<file path="config.mk">
export PLATFORM = sky130hd
export DESIGN_NAME = xfer_chan_set
export DESIGN_NICKNAME = d
export VERILOG_FILES = /design/src/rtl/xfer_chan_set.sv
export SDC_FILE = /design/constraint.sdc
export NUM_CORES = 1
export LEC_CHECK = 0
export ABC_AREA = 1
export BUFFER_PORTS_ARGS = -buffer_cell sky130_fd_sc_hd__buf_2
export CORE_ASPECT_RATIO = 0.7
export CORE_UTILIZATION = 43
export CTS_BUF_LIST = sky130_fd_sc_hd__clkbuf_4 sky130_fd_sc_hd__clkbuf_8 sky130_fd_sc_hd__clkbuf_16
export DETAILED_ROUTE_END_ITERATION = 12
export GPL_TIMING_DRIVEN = 0
export SLEW_MARGIN = 30
export SYNTH_ARGS = -nofsm -noshare
export SYNTH_HDL_FRONTEND = slang
export SYNTH_SLANG_ARGS = --single-unit
</file>
<file path="constraint.sdc">
create_clock -name clk -period 2.86 [get_ports clk]
set_input_delay 0.572 -clock clk [delete_from_list [all_inputs] [get_ports clk]]
set_output_delay 0.572 -clock clk [all_outputs]
set_load 0.01 [all_outputs]
</file>
<file path="src/rtl/xfer_chan_set.sv">
module xfer_chan_set #(
  parameter int NCH = 4,
  parameter int AW  = 16,
  parameter int DW  = 16,
  localparam int CW = (NCH > 1) ? $clog2(NCH) : 1
) (
  input  logic           clk,
  input  logic           rst_n,
  input  logic           cfg_we,
  input  logic [CW-1:0]  cfg_ch,
  input  logic [1:0]     cfg_sel,
  input  logic [AW-1:0]  cfg_wdata,
  input  logic [NCH-1:0] irq_req,
  output logic [NCH-1:0] cpu_irq,
  output logic           cpu_stall,
  output logic [AW-1:0]  rd_addr,
  input  logic [DW-1:0]  rd_data,
  output logic           wr_en,
  output logic           wr_word,
  output logic [AW-1:0]  wr_addr,
  output logic [DW-1:0]  wr_data
);
  localparam logic [1:0] INC_DST = 2'b01;
  localparam logic [1:0] INC_SRC = 2'b10;

  logic [7:0]    cnt  [NCH];
  logic [1:0]    mode [NCH];
  logic          word [NCH];
  logic [AW-1:0] src  [NCH];
  logic [AW-1:0] dst  [NCH];
  logic [NCH-1:0] pend, grant, elig;
  logic [CW-1:0]  sel;

  always_comb begin
    sel = '0;
    for (int i = 0; i < NCH; i++)
      if (pend[i]) sel = CW'(i);
  end

  assign grant     = (|pend) ? (NCH'(1) << sel) : '0;
  assign cpu_stall = |pend;
  assign wr_en     = cpu_stall;
  assign wr_word   = word[sel];
  assign rd_addr   = word[sel] ? {src[sel][AW-1:1], 1'b0} : src[sel];
  assign wr_addr   = word[sel] ? {dst[sel][AW-1:1], 1'b0} : dst[sel];
  assign wr_data   = word[sel] ? rd_data : {{(DW-8){1'b0}}, rd_data[7:0]};

  for (genvar g = 0; g < NCH; g++) begin : g_elig
    assign elig[g] = (cnt[g] != 8'd0) && !(grant[g] && cnt[g] == 8'd1);
  end
  assign cpu_irq = irq_req & ~elig;

  always_ff @(posedge clk or negedge rst_n) begin
    if (!rst_n) begin
      pend <= '0;
      for (int i = 0; i < NCH; i++) begin
        cnt[i]  <= '0;
        mode[i] <= '0;
        word[i] <= 1'b0;
        src[i]  <= '0;
        dst[i]  <= '0;
      end
    end else begin
      for (int i = 0; i < NCH; i++) begin
        pend[i] <= (pend[i] & ~grant[i]) | (irq_req[i] & elig[i]);
        if (grant[i]) begin
          if (cnt[i] != 8'hFF) cnt[i] <= cnt[i] - 8'd1;
          if (mode[i] == INC_DST) dst[i] <= dst[i] + (word[i] ? AW'(2) : AW'(1));
          if (mode[i] == INC_SRC) src[i] <= src[i] + (word[i] ? AW'(2) : AW'(1));
        end
        if (cfg_we && cfg_ch == CW'(i)) begin
          case (cfg_sel)
            2'd0: begin
              cnt[i]  <= cfg_wdata[7:0];
              mode[i] <= cfg_wdata[9:8];
              word[i] <= cfg_wdata[10];
            end
            2'd1: src[i] <= cfg_wdata;
            2'd2: dst[i] <= cfg_wdata;
            default: ;
          endcase
        end
      end
    end
  end

  assert_single_grant_R7: assert property (@(posedge clk) disable iff (!rst_n)
    $onehot0(grant));

  assert_stall_is_write_R6: assert property (@(posedge clk) disable iff (!rst_n)
    cpu_stall |-> wr_en && $countones(grant) == 1);

  assert_word_even_R2: assert property (@(posedge clk) disable iff (!rst_n)
    (wr_en && wr_word) |-> !rd_addr[0] && !wr_addr[0]);

  for (genvar g = 0; g < NCH; g++) begin : g_chk
    assert_count_live_R4: assert property (@(posedge clk) disable iff (!rst_n)
      grant[g] |-> cnt[g] != 8'd0);

    assert_endless_count_R5: assert property (@(posedge clk) disable iff (!rst_n)
      (grant[g] && cnt[g] == 8'hFF && !cfg_we) |=> cnt[g] == 8'hFF);

    assert_one_pointer_moves_R3: assert property (@(posedge clk) disable iff (!rst_n)
      (grant[g] && !cfg_we) |=> !(src[g] != $past(src[g]) && dst[g] != $past(dst[g])));
  end
endmodule

</file>
# Yosys cells after proc, flatten, opt, wreduce, memory -nomap -nowiden
# Index checks and enable logic that the tools add are counted.
word_totals:
  ff_bits: 176
  latchBits: 0
  ram_bits: 0
  rom_bits: 0
  in_bits: 43
  wordCells: 170
  mem_count: 0
op_classes:
  addsub: 12
  n_mul: 0
  div: 0
  order_cmp: 1
  eq_ne: 21
  n_shift: 1
  muxes: 68
  n_bitwise: 19
  n_reduce_logical: 27
ops:
  columns: ["operator", "count"]
  rows:
  - ["$mux 16", 37]
  - ["$mux 8", 16]
  - ["$add 16x16->16", 4]
  - ["$add 16x2->16", 4]
  - ["$bmux 16 s2", 2]
  - ["$eq 8x1->1 const B", 4]
  - ["$ne 8x8->1 const B", 4]
  - ["$reduce_bool 8->1", 4]
  - ["$sub 8x1->8 const B", 4]
  - ["$eq 2x2->1 const B", 7]
  - ["$eq 2x1->1 const B", 6]
  - ["$logic_and 1x1->1", 12]
  - ["$mux 2", 6]
  - ["$and 1x1->1", 8]
  - ["$reduce_and 2->1", 4]
  - ["$mux 1", 5]
  - ["$and 4x4->4", 1]
  - ["$logic_not 1->1", 4]
  - ["$logic_not 2->1", 2]
  - ["$mux 4", 1]
  - ["$not 1->1", 4]
  - ["$not 4->4", 1]
  - ["$or 1x1->1", 4]
  - ["$reduce_or 4->1", 1]
  - ["other kinds (4)", 4]

# Longest topological paths before layout
depth:
  depth_word: 10
  depth_mapped: 13

# Worst setup path after synthesis
# No wires, ideal clock.
synth_timing:
  kind: "register to register"
  start: "register word[2] in the netlist's numbering"
  end: "register dst[46] in the netlist's numbering"
  setup_time_ns: 0.113
  arrival_ns: 1.995
  t_required_ns: 2.747
  setup_slack_ns: 0.752
  path_stages_with_launch: 13
  n_path_buf: 0
  cell_sequence: "dfrtp_1 -> inv_1 -> ha_1 -> inv_1 -> fa_1 -> nor3_1 -> nand2_1 -> nor2_4 -> nand3_1 -> nand2_1 -> nand3_1 -> nand2_1 -> inv_1"
synth_via:
  elab_chain_cells: 6
synth_lines:
  columns: ["element", "line_no", "text"]
  rows:
  - ["start, declared", "28", "logic word [NCH];"]
  - ["start signal, assigned by index", "76", "word[i] <= cfg_wdata[10];"]
  - ["$mux 2 (*)", "68", "if (mode[i] == INC_DST) dst[i] <= dst[i] + (word[i] ? AW'(2) : AW'(1));"]
  - ["$add 16x16->16 (*)", "68", null]
  - ["$mux 16 (*)", "68", null]
  - ["$mux 16 (*)", "66", "if (grant[i]) begin"]
  - ["$mux 16", "72", "case (cfg_sel)"]
  - ["$mux 16 (*)", "71", "if (cfg_we && cfg_ch == CW'(i)) begin"]
  - ["end signal, assigned by index", "68", null]
  - ["end signal, assigned by index", "79", "2'd2: dst[i] <= cfg_wdata;"]
  - ["end, declared", "30", "logic [AW-1:0] dst [NCH];"]
# Every way passes the cells marked *; elsewhere a longest branch is shown, timed or not.
# A chain may end at the register's enable or synchronous reset.

# Worst setup path in the final report
layout_timing:
  start: "register pend[3]"
  end: "output port wr_addr[2]"
layout_via:
  elab_chain_cells: 5
layout_lines:
  columns: ["element", "line_no", "text"]
  rows:
  - ["start, declared", "31", "logic [NCH-1:0] pend, grant, elig;"]
  - ["start signal, assigned by index", "65", "pend[i] <= (pend[i] & ~grant[i]) | (irq_req[i] & elig[i]);"]
  - ["$mux 2", "37", "if (pend[i]) sel = CW'(i);"]
  - ["$not 2->3 (implied by the code)", "45", "assign wr_addr = word[sel] ? {dst[sel][AW-1:1], 1'b0} : dst[sel];"]
  - ["$bmux 16 s2", "45", null]
  - ["$mux 16 (implied by the code) (2 in a row)", "45", null]
  - ["end, declared", "20", "output logic [AW-1:0] wr_addr,"]
# Every way passes these cells. The select of a mux whose other input is x is not followed.

==> impl_metrics.ini <==
[outcome]
status = finished clean

[grt]
grt_max_degree = 80
globalRouteOverflowTotal = 0
grt_pass1_vias = 10701
gr-usage-all-layers_pct = 30.8
antenna_found_initial = 0
grt_first_pass_wirelength_um = 65200

[floorplan]
boundaryPins = 98
die_width_um = 202
row_count = 50
initial_core_util_pct = 44.4
coreArea_um2 = 27100
die_y_um = 142
die_area_um2 = 28700

[clock_network]
numClockSinks = 176
root_buffer = clkbuf_16
clkLatencyLatePin_ps = 470
cts_tree = yes
clockBufferDepth = 2
clk_pin_slew_ps = 80
cts_buffers = 17
cts_max_level = 4

[routing]
wl_per_cell_um = 19.7
dr.pass1.iters = 5
drc = 0
antenna_left = 0
vias_per_cell = 5.51
drt_wl_total_um = 43300
via_count = 12113
drt-initial-drc-count = 1152

[place]
dp_cells = 2163
pre_cts_slack_ps = -101
io_buffer_count = 83
gp_congestion = 0.939
dpl.hpwl_um = 32100

[worst_setup_path]
crit_path_max_fanout = 10
arrival_ps = 2270
cp.required_ps = 2290
path_class = reg -> out
start_kind = flip-flop
crit_path_end_kind = primary output

[sta]
timing.final.crit_share_pct = 99.2
slew_headroom_pct = 28.7
tightest_slew_ps = 1070
fin_setup_tns_ps = 0
final_max_slew_viol_count = 0
fmax_mhz = 352
fin_skew_ps = 9.94
min_period_ps = 2840
hold_viol = 0
fin_ws_ps = 21.5
grt_setup_unrepaired = no
timing.hold.ws_ps = 327
setup_viol = 0

[final_layout]
final_cells = 2200
area_growth_pct = 15.2
postLayoutCoreUtil_pct = 51.2
fin_nets = 1906
insertedDiodeCount = 0
drive_above_1_share_pct = 12.4

[logic_synthesis]
postSynthCellCount = 1714
synthDistinctLibCells = 44
seq_area_frac_synth_pct = 36.6
synth-async-reset-ratio_pct = 100
syn_area_um2 = 12000
syn-num-nets = 1797
syn_area_per_cell_um2 = 7.02
synth_enable_flop_cells = 0
ys_dominant_reg_cell = dfrtp_1
ys_seq_elements = 176
yosysWarnings = 0

[power]
p_leak_nw = 6.77
ir_worst_vdd_mv = 0.423
powerDensity_nw_per_um2 = 773

[job]
cap_violations = 0

[min_path]
hold_class = in -> reg
-- repair_timing --
item / CTS / global route
hold buffers: 1 / 0
pin swaps: 2 / 2
setup endpoints to repair: 44 / 33
resized for setup: 31 / 18
buffers inserted: 2 / 2
endpoints found under the hold margin: 27 / 0
-- registers in the layout, indices dropped and copies added (netlist names) --
register and count:
dst 64, word 4, cnt 32, pend 4, mode 8, src 64
-- path summary, 6_finish.rpt --
check,startpoint,endpoint,slack (ps),cells past startpoint
min,irq_req[3],pend[3],330,3
min in group asynchronous,rst_n,cnt[0],560,2
max reg2reg,word[2],dst[40],280,9
max,pend[3],wr_addr[2],20,8
min reg2reg,mode[3],mode[3],490,2
max in group asynchronous,rst_n,dst[13],1610,3
-- layer usage --
layer,wire length [um],up-vias,GRT usage [%]
li1,-,5812,-
met1,20300,5637,48.2
met2,17600,610,42.8
met3,4640,54,5.59
met4,805,0,8.21
met5,0,-,0
-- stage by stage --
stage	total power [mW]	area, um^2
floorplan	6.63	12000
global placement	7.81	12900
detailed placement	7.90	13000
CTS	10.6	13800
global route	11.4	13900
finish	10.7	13900
-- report_power, final --
| group | internal [mW] | switching, mW | total [mW] |
|---|---|---|---|
| sequential | 3.29 | 0.984 | 4.27 |
| clock | 1.47 | 1.16 | 2.63 |
| combinational | 1.42 | 2.40 | 3.81 |
-- synthesized netlist by cell type, types with 17 or more instances --
cell type	number	area [um^2]
nand2_1	354	1330
ha_1	32	400
inv_1	247	927
dfrtp_1	176	4400
a21oi_1	99	495
nor3_1	38	190
nor2_1	223	837
a31oi_1	19	119
xor2_1	40	350
o221ai_1	31	272
nand3_1	138	691
nand4_1	38	238
o21ai_0	96	480
clkbuf_1	31	116
o22ai_1	17	106
-- cells by family after synthesis --
kind of cell	count (synthesis)	share of synthesized area, %
DFF	176	36.6
and+or+nand+nor	836	30.5
xor gates and xnor gates	52	3.78
buffers and inverters	315	10.4
AOI/OAI and AO/OA	295	14.1
adders and majority gates	40	4.66
-- final cells by class --
type / count / area, um^2
clock inverter: 15 / 210
buffer: 59 / 335
clock buffer: 17 / 425
sequential: 176 / 4410
multi-input combinational: 1223 / 6540
tap: 364 / 455
inverter: 256 / 963
fill: 2700 / 13200
timing repair buffer: 90 / 533
-- layout by cell type, fill, tap and decap left out, types with 8 or more instances in the layout --
cell type	instances
nand2_1	352
inv_1	247
nor2_1	223
dfrtp_1	173
nand3_1	136
o21ai_0	96
a21oi_1	96
buf_2	89
xor2_1	40
nor3_1	38
nand4_1	38
ha_1	32
clkbuf_1	23
a31oi_1	19
o22ai_1	17
o221ai_1	17
clkbuf_16	17
buf_4	16
o221ai_2	13
nor2_2	12
xnor2_1	12
nor2_4	11
o21ai_1	11
clkbuf_2	9
inv_2	8
fa_1	8
-- worst max-delay path, stage by stage (launching register included) --
cell and delay, ps:
dfrtp_2 460, inv_2 100, buf_8 160, nand2_4 100, buf_2 190, nand3_1 140
o221ai_1 220, a21oi_1 240, buf_2 180
Power figures use the tool's default switching activity.
